$ cat src/rtl/rdr_pkg.sv
package rdr_pkg;

  typedef enum logic [2:0] {
    ST_IDLE  = 3'd0,
    ST_WAIT  = 3'd1,
    ST_SETUP = 3'd2,
    ST_SHIFT = 3'd3,
    ST_HOLD  = 3'd4
  } rdr_state_e;

  // Clocks needed by one frame: setup, two halves per bit, hold.
  function automatic int frame_cycles(input int setup_c, input int half_c,
                                      input int bits, input int hold_c);
    return setup_c + 2 * half_c * bits + hold_c;
  endfunction

endpackage

$ cat src/rtl/rdr_busy_track.sv
module rdr_busy_track #(
  parameter int CONV_CYC = 1000,
  localparam int EW      = $clog2(CONV_CYC + 2)
) (
  input  logic          clk,
  input  logic          rst_n,
  input  logic          busy,
  output logic          busy_s,
  output logic [EW-1:0] elapsed
);

  logic          meta_q, sync_q;
  logic [EW-1:0] elap_q, elap_d;
  logic          elap_en;

  always_ff @(posedge clk or negedge rst_n) begin
    if (!rst_n) begin
      meta_q <= 1'b0;
      sync_q <= 1'b0;
    end else begin
      meta_q <= busy;
      sync_q <= meta_q;
    end
  end

  // Saturating count of cycles that the synchronized busy has been high.
  always_comb begin
    elap_en = 1'b0;
    elap_d  = elap_q;
    if (!sync_q) begin
      elap_en = (elap_q != '0);
      elap_d  = '0;
    end else if (elap_q != {EW{1'b1}}) begin
      elap_en = 1'b1;
      elap_d  = elap_q + 1'b1;
    end
  end

  always_ff @(posedge clk or negedge rst_n) begin
    if (!rst_n)       elap_q <= '0;
    else if (elap_en) elap_q <= elap_d;
  end

  assign busy_s  = sync_q;
  assign elapsed = elap_q;

endmodule

$ cat src/rtl/rdr_sclk_gen.sv
module rdr_sclk_gen #(
  parameter int HALF_CYC = 5,
  localparam int HW      = $clog2(HALF_CYC + 1)
) (
  input  logic clk,
  input  logic rst_n,
  input  logic launch,
  input  logic last,
  output logic sclk,
  output logic cap,
  output logic done
);

  logic          act_q, act_d;
  logic          sclk_q, sclk_d;
  logic [HW-1:0] cnt_q, cnt_d;
  logic          ph_end;

  assign ph_end = (cnt_q == HW'(HALF_CYC - 1));
  assign cap    = act_q & sclk_q & ph_end;
  assign done   = cap & last;

  always_comb begin
    act_d  = act_q;
    sclk_d = sclk_q;
    cnt_d  = cnt_q;
    if (!act_q) begin
      sclk_d = 1'b0;
      cnt_d  = '0;
      if (launch) begin
        act_d  = 1'b1;
        sclk_d = 1'b1;
      end
    end else if (ph_end) begin
      cnt_d  = '0;
      sclk_d = ~sclk_q;
      if (cap && last) act_d = 1'b0;
    end else begin
      cnt_d = cnt_q + 1'b1;
    end
  end

  always_ff @(posedge clk or negedge rst_n) begin
    if (!rst_n) begin
      act_q  <= 1'b0;
      sclk_q <= 1'b0;
      cnt_q  <= '0;
    end else begin
      act_q  <= act_d;
      sclk_q <= sclk_d;
      cnt_q  <= cnt_d;
    end
  end

  assign sclk = sclk_q;

endmodule

$ cat src/rtl/rdr_shifter.sv
module rdr_shifter #(
  parameter int LANE_W  = 72,
  localparam int WORD_W = 2 * LANE_W,
  localparam int BW     = $clog2(WORD_W + 1)
) (
  input  logic              clk,
  input  logic              rst_n,
  input  logic              clr,
  input  logic              cap,
  input  logic              single,
  input  logic              lane_a,
  input  logic              lane_b,
  output logic [WORD_W-1:0] word,
  output logic              last
);

  logic [BW-1:0] bit_q, bit_d;
  logic          bit_en;
  logic [1:0]    half_in;
  logic [LANE_W-1:0] half_q [2];

  // half 1 = upper (channels 1..4), half 0 = lower (channels 5..8)
  assign half_in[0] = single ? lane_a : lane_b;
  assign half_in[1] = single ? half_q[0][LANE_W-1] : lane_a;

  for (genvar h = 0; h < 2; h++) begin : g_half
    always_ff @(posedge clk or negedge rst_n) begin
      if (!rst_n)   half_q[h] <= '0;
      else if (cap) half_q[h] <= {half_q[h][LANE_W-2:0], half_in[h]};
    end
  end

  assign word = {half_q[1], half_q[0]};
  assign last = single ? (bit_q == BW'(WORD_W - 1)) : (bit_q == BW'(LANE_W - 1));

  always_comb begin
    bit_en = clr | cap;
    bit_d  = clr ? '0 : bit_q + 1'b1;
  end

  always_ff @(posedge clk or negedge rst_n) begin
    if (!rst_n)      bit_q <= '0;
    else if (bit_en) bit_q <= bit_d;
  end

endmodule

$ cat src/rtl/dual_lane_adc_reader.sv
module dual_lane_adc_reader #(
  parameter int CH_BITS   = 18,
  parameter int N_CH      = 8,
  parameter int HALF_CYC  = 5,
  parameter int SETUP_CYC = 2,
  parameter int HOLD_CYC  = 2,
  parameter int GUARD_CYC = 8,
  parameter int CONV_CYC  = 1000,
  localparam int WORD_W   = N_CH * CH_BITS,
  localparam int LANE_W   = WORD_W / 2,
  localparam int FR_DUAL  = rdr_pkg::frame_cycles(SETUP_CYC, HALF_CYC, LANE_W, HOLD_CYC),
  localparam int FR_SNGL  = rdr_pkg::frame_cycles(SETUP_CYC, HALF_CYC, WORD_W, HOLD_CYC),
  localparam int EW       = $clog2(CONV_CYC + 2),
  localparam int TMAX     = (SETUP_CYC > HOLD_CYC) ? SETUP_CYC : HOLD_CYC,
  localparam int TW       = $clog2(TMAX + 1)
) (
  input  logic              clk,
  input  logic              rst_n,
  input  logic              start,
  input  logic              during_conv,
  input  logic              single_lane,
  input  logic              busy,
  input  logic              frstdata,
  input  logic              douta,
  input  logic              doutb,
  output logic              cs_n,
  output logic              sclk,
  output logic              frame_valid,
  output logic [WORD_W-1:0] frame_data,
  output logic              frame_err,
  output logic              deferred
);

  import rdr_pkg::*;

  rdr_state_e    st_q, st_d;
  logic [TW-1:0] tcnt_q, tcnt_d;
  logic          single_q, single_d;
  logic          cs_n_q, cs_n_d;
  logic          fv_q, fv_d, fe_q, fe_d, df_q, df_d;
  logic          launch, clr, cap, last, done;
  logic          busy_s, fits;
  logic [EW-1:0] elapsed;
  logic [31:0]   need;

  rdr_busy_track #(.CONV_CYC(CONV_CYC)) u_busy (
    .clk(clk), .rst_n(rst_n), .busy(busy), .busy_s(busy_s), .elapsed(elapsed)
  );

  rdr_sclk_gen #(.HALF_CYC(HALF_CYC)) u_sclk (
    .clk(clk), .rst_n(rst_n), .launch(launch), .last(last),
    .sclk(sclk), .cap(cap), .done(done)
  );

  rdr_shifter #(.LANE_W(LANE_W)) u_shift (
    .clk(clk), .rst_n(rst_n), .clr(clr), .cap(cap), .single(single_q),
    .lane_a(douta), .lane_b(doutb), .word(frame_data), .last(last)
  );

  // Admission test for a read inside the running conversion.
  always_comb begin
    need = 32'(elapsed) + 32'(single_lane ? FR_SNGL : FR_DUAL) + 32'(GUARD_CYC);
    fits = (need <= 32'(CONV_CYC));
  end

  always_comb begin
    st_d     = st_q;
    tcnt_d   = tcnt_q;
    single_d = single_q;
    cs_n_d   = cs_n_q;
    fv_d     = 1'b0;
    fe_d     = 1'b0;
    df_d     = 1'b0;
    launch   = 1'b0;
    clr      = 1'b0;
    unique case (st_q)
      ST_IDLE: begin
        if (start) begin
          single_d = single_lane;
          if (!busy_s || (during_conv && fits)) begin
            st_d   = ST_SETUP;
            cs_n_d = 1'b0;
            tcnt_d = '0;
            clr    = 1'b1;
          end else begin
            st_d = ST_WAIT;
            df_d = during_conv;
          end
        end
      end
      ST_WAIT: begin
        if (!busy_s) begin
          st_d   = ST_SETUP;
          cs_n_d = 1'b0;
          tcnt_d = '0;
          clr    = 1'b1;
        end
      end
      ST_SETUP: begin
        if (tcnt_q == TW'(SETUP_CYC - 1)) begin
          if (frstdata) begin
            st_d   = ST_SHIFT;
            launch = 1'b1;
          end else begin
            st_d   = ST_IDLE;
            cs_n_d = 1'b1;
            fe_d   = 1'b1;
          end
        end else begin
          tcnt_d = tcnt_q + 1'b1;
        end
      end
      ST_SHIFT: begin
        if (done) begin
          st_d   = ST_HOLD;
          tcnt_d = '0;
        end
      end
      ST_HOLD: begin
        if (tcnt_q == TW'(HOLD_CYC - 1)) begin
          st_d   = ST_IDLE;
          cs_n_d = 1'b1;
          fv_d   = 1'b1;
        end else begin
          tcnt_d = tcnt_q + 1'b1;
        end
      end
      default: begin
        st_d   = ST_IDLE;
        cs_n_d = 1'b1;
      end
    endcase
  end

  always_ff @(posedge clk or negedge rst_n) begin
    if (!rst_n) begin
      st_q     <= ST_IDLE;
      tcnt_q   <= '0;
      single_q <= 1'b0;
      cs_n_q   <= 1'b1;
      fv_q     <= 1'b0;
      fe_q     <= 1'b0;
      df_q     <= 1'b0;
    end else begin
      st_q     <= st_d;
      tcnt_q   <= tcnt_d;
      single_q <= single_d;
      cs_n_q   <= cs_n_d;
      fv_q     <= fv_d;
      fe_q     <= fe_d;
      df_q     <= df_d;
    end
  end

  assign cs_n        = cs_n_q;
  assign frame_valid = fv_q;
  assign frame_err   = fe_q;
  assign deferred    = df_q;

endmodule

$ cat config.mk
export PLATFORM = sky130hd
export DESIGN_NAME = dual_lane_adc_reader
export DESIGN_NICKNAME = d
export VERILOG_FILES = /design/src/rtl/rdr_pkg.sv /design/src/rtl/rdr_busy_track.sv /design/src/rtl/rdr_sclk_gen.sv /design/src/rtl/rdr_shifter.sv /design/src/rtl/dual_lane_adc_reader.sv
export SDC_FILE = /design/constraint.sdc
export NUM_CORES = 1
export LEC_CHECK = 0
export BUFFER_PORTS_ARGS = -buffer_cell sky130_fd_sc_hd__buf_2
export CORE_MARGIN = 2
export CORE_UTILIZATION = 25
export DETAILED_ROUTE_END_ITERATION = 8
export PLACE_DENSITY = 0.43
export SLEW_MARGIN = 20
export SYNTH_ARGS = -nofsm -noshare
export SYNTH_HDL_FRONTEND = slang
export SYNTH_SLANG_ARGS = --single-unit
$ cat constraint.sdc
create_clock -name clk -period 4.9 [get_ports clk]
set_input_delay 0.735 -clock clk [delete_from_list [all_inputs] [get_ports clk]]
set_output_delay 0.735 -clock clk [all_outputs]
set_load 0.005 [all_outputs]
==> results_dict.tcl <==
set metrics [dict create \
    synth-compound-area-share_pct 4.81 \
    design_area_mm2 0.00933 \
    placed_area_mm2 0.00872 \
    crit_path_max_incr_delay_ns 0.47 \
    yosysTopAreaCell "dfrtp_1" \
    setup_viol 0 \
    fin_util_pct 31.5 \
    r2r-end "u_shift.bit_q[7]$_DFFE_PN0P_" \
    syn_nets 865 \
    hold_path.class "flip-flop to flip-flop" \
    cts_buffer_depth 2 \
    drcViolationCount 0 \
    insertion_delay_ns 0.44 \
    floorplan.rows 63 \
    internal_power_mw 2.50 \
    min_path_cells 0 \
    drive_gt1_share_pct 20.5 \
    post_cts_buffers 0 \
    grt_pass1_wl_um 30800 \
    synthAdderAreaFrac_pct 2.50 \
    synth-seq-cells 179 \
    cts_tree "yes" \
    gp_congestion 0.757 \
    die_area_mm2 0.0315 \
    seqCellArea_mm2 0.00448 \
    cts_sinks 179 \
    vdd_ir_drop_max_mv 0.194 \
    slew_violations 0 \
    drt-total-wl_um 18800 \
    clock_skew_ns 0.0118 \
    cts-resized-gates 0 \
    muxShareOfSynthArea_pct 0.533 \
    worst_slack_ns 2.39 \
    finalCritPeriodShare_pct 51.1 \
    antenna_found_initial 2 \
    pre_cts_ws_ns 1.91 \
    power_frac_seq_pct 46.1 \
    cts-root-buf "clkbuf_16" \
    place_hpwl_um 12000 \
    cp-end-kind "flip-flop" \
    dr.pass1.iters 4 \
    synth_area_mm2 0.00752 \
    drtAntennaViolNets 0 \
    tightest_slew_ns 0.967 \
    cts_inserted_buffers 17 \
    synth_edf_count 0 \
    clkPwrFrac_pct 39.5 \
    fp.coreArea_mm2 0.0296 \
    max_slew_margin_pct 35.5 \
    worst-path-buf-inv 2 \
    fill_cells 3184 \
    path_class "primary input to flip-flop" \
    p_comb_share_pct 14.3 \
    synth_top_family_by_area "simple AND/OR/NAND/NOR gates" \
    h-tree-depth 4 \
    r2r_slack_ns 2.50 \
    grt_pass1_vias 5655 \
    yosys-top-cells-area "dfrtp_1 59%, nand2_1 22%, ha_1 2.5%" \
    synth.top_cell.area_share_pct 59.2 \
    swShare_pct 30.8 \
    critPathArrivalTime_ns 2.80 \
    start_kind "primary input" \
    crit_fanout 10 \
    drt_iter0_drc 366 \
    fmax_ghz 0.399 \
    fin_tns_setup_ns 0 \
    hold_buffers 0 \
    fin_nets 1011 \
    critical_path_required_ns 5.20 \
    powerDensity_mw_per_mm2 387 \
    p_sw_mw 1.11 \
    yosysWarnings 0 \
    grt_usage_pct 12.3 \
    synth_ff_type "dfrtp_1" \
    ys_async_sr_fraction_pct 100 \
    synth_cells 841 \
    multiInputGateArea_mm2 0.00283 \
    status "finished clean" \
    avgSynthCellArea_um2 8.94 \
    synth_xor_area_share_pct 2.10 \
    die_w_um 177 \
    detail_route.wl_per_cell_um 13.5 \
    min_from "u_busy.meta_q$_DFF_PN0_" \
    r2r_start "u_busy.elapsed[5]$_DFFE_PN0P_" \
    die_h_um 177 \
    routed-via-count 5818 \
    ys_seq_area_share_pct 59.6 \
    grt_max_degree 107 \
    ys_types 49 \
    initial_core_util_pct 25.4 \
    io_pins 158 \
    worstPathCellList "buf_2, inv_1, ha_1, nand2b_1, a211oi_1, or3b_1, a31o_2, o31ai_4, nor2_1" \
    cp_slowest_cell "o31ai_4" \
    whs_endpoint "u_busy.busy_s$_DFF_PN0_" \
    drv_cap 0 \
    overflow 0 \
    cpLargestDelayFamily "compound AO/OA/AOI/OAI gates" \
    clk_pin_slew_ns 0.08 \
    hold_violations 0 \
    reg2reg_depth 7 \
    portBuffers 157 \
    p_leak_nw 5.39 \
    fin_crit_ns 2.51 \
    synthSimpleGateAreaFrac_pct 27.7 \
    via_per_inst 4.18 \
    area_growth_syn_to_layout_pct 24.1 \
    rsz0062_at_grt "false" \
]
[power by group through the flow]
stage	Combinational [mW]	Clock (mW)	Sequential [mW]
6_report	0.518	1.43	1.67
2_1_floorplan	0.390	0	1.65
3_5_place_dp	0.529	0	1.70
3_3_place_gp	0.529	0	1.70
5_1_grt	0.599	1.55	1.69
4_1_cts	0.531	1.50	1.67
[sequential cells by signal (all words and copies together) (netlist names), 2 cells and up]
signal and count:
st_q 3, u_busy.elapsed 10, tcnt_q 2, u_shift.word 144
u_sclk.cnt_q 3, u_shift.bit_q 8
[stage by stage]
step                total power, mW  hold slack (ns)  cells
global route                   3.84            0.378   1391
global placement               2.23            0.341   1358
CTS                            3.69            0.366   1390
detailed placement             2.23            0.346   1358
floorplan                      2.04            0.331    841
finish                         3.61            0.379   1391
[layout make-up]
cell class,count,share of cell area [%]
tap,390,5.23
antenna,1,0.0268
multi-input combinational,609,30.4
sequential,179,48.0
timing repair buffer,163,9.13
clock buffer,17,4.56
clock inverter,15,1.98
inverter,17,0.684
[worst max-delay path by stage]
stage                startpoint                            to  slack, ns  cells past startpoint
global route        single_lane  u_shift.bit_q[6]$_DFFE_PN0P_       2.24                      9
detailed placement  single_lane  u_shift.bit_q[5]$_DFFE_PN0P_       1.91                      9
floorplan           single_lane  u_shift.bit_q[0]$_DFFE_PN0P_       2.37                      8
finish              single_lane  u_shift.bit_q[7]$_DFFE_PN0P_       2.39                      9
global placement    single_lane  u_shift.bit_q[3]$_DFFE_PN0P_       1.96                      9
CTS                 single_lane  u_shift.bit_q[7]$_DFFE_PN0P_       2.41                      9
[Yosys cell counts (3+ instances only)]
cell	number
nand4_1	4
mux2i_1	4
clkbuf_1	30
nand2b_1	3
xnor2_1	10
and3_1	7
inv_1	17
o21ai_0	9
nor2_1	34
nand3b_1	3
nand2_1	445
xor2_1	8
ha_1	15
a21oi_1	11
o2111ai_1	3
nand3_1	6
buf_2	6
a31o_2	3
dfrtp_1	178
nor2b_1	4
nor3_1	7
[kinds of logic after synthesis]
| group | after synthesis |
|---|---|
| adder cells (fa/ha/maj) | 15 |
| AND/OR/NAND/NOR | 523 |
| buffers and inverters | 53 |
| AO/OA/AOI/OAI | 49 |
| XOR/XNOR | 18 |
| multiplexers | 4 |
| flip-flops | 179 |
[layer usage]
metal  vias up  wire (um)  GRT usage (%)
li1       2954          -              -
met1      2737       9420           17.4
met2       111       7790           17.3
met3        14       1410           4.48
met4         2        189           3.79
met5         -         12              0
[cell usage in the layout (no fill, tap or decap), types with 8 or more instances in the layout]
cell type,synthesis,final
ha_1,15,15
nand2_1,445,445
dfrtp_1,178,178
xnor2_1,10,10
o21ai_0,9,9
nor2_1,34,34
a21oi_1,11,11
buf_2,6,156
inv_1,17,17
xor2_1,8,8
clkbuf_16,0,17
Power figures use the tool's default switching activity.
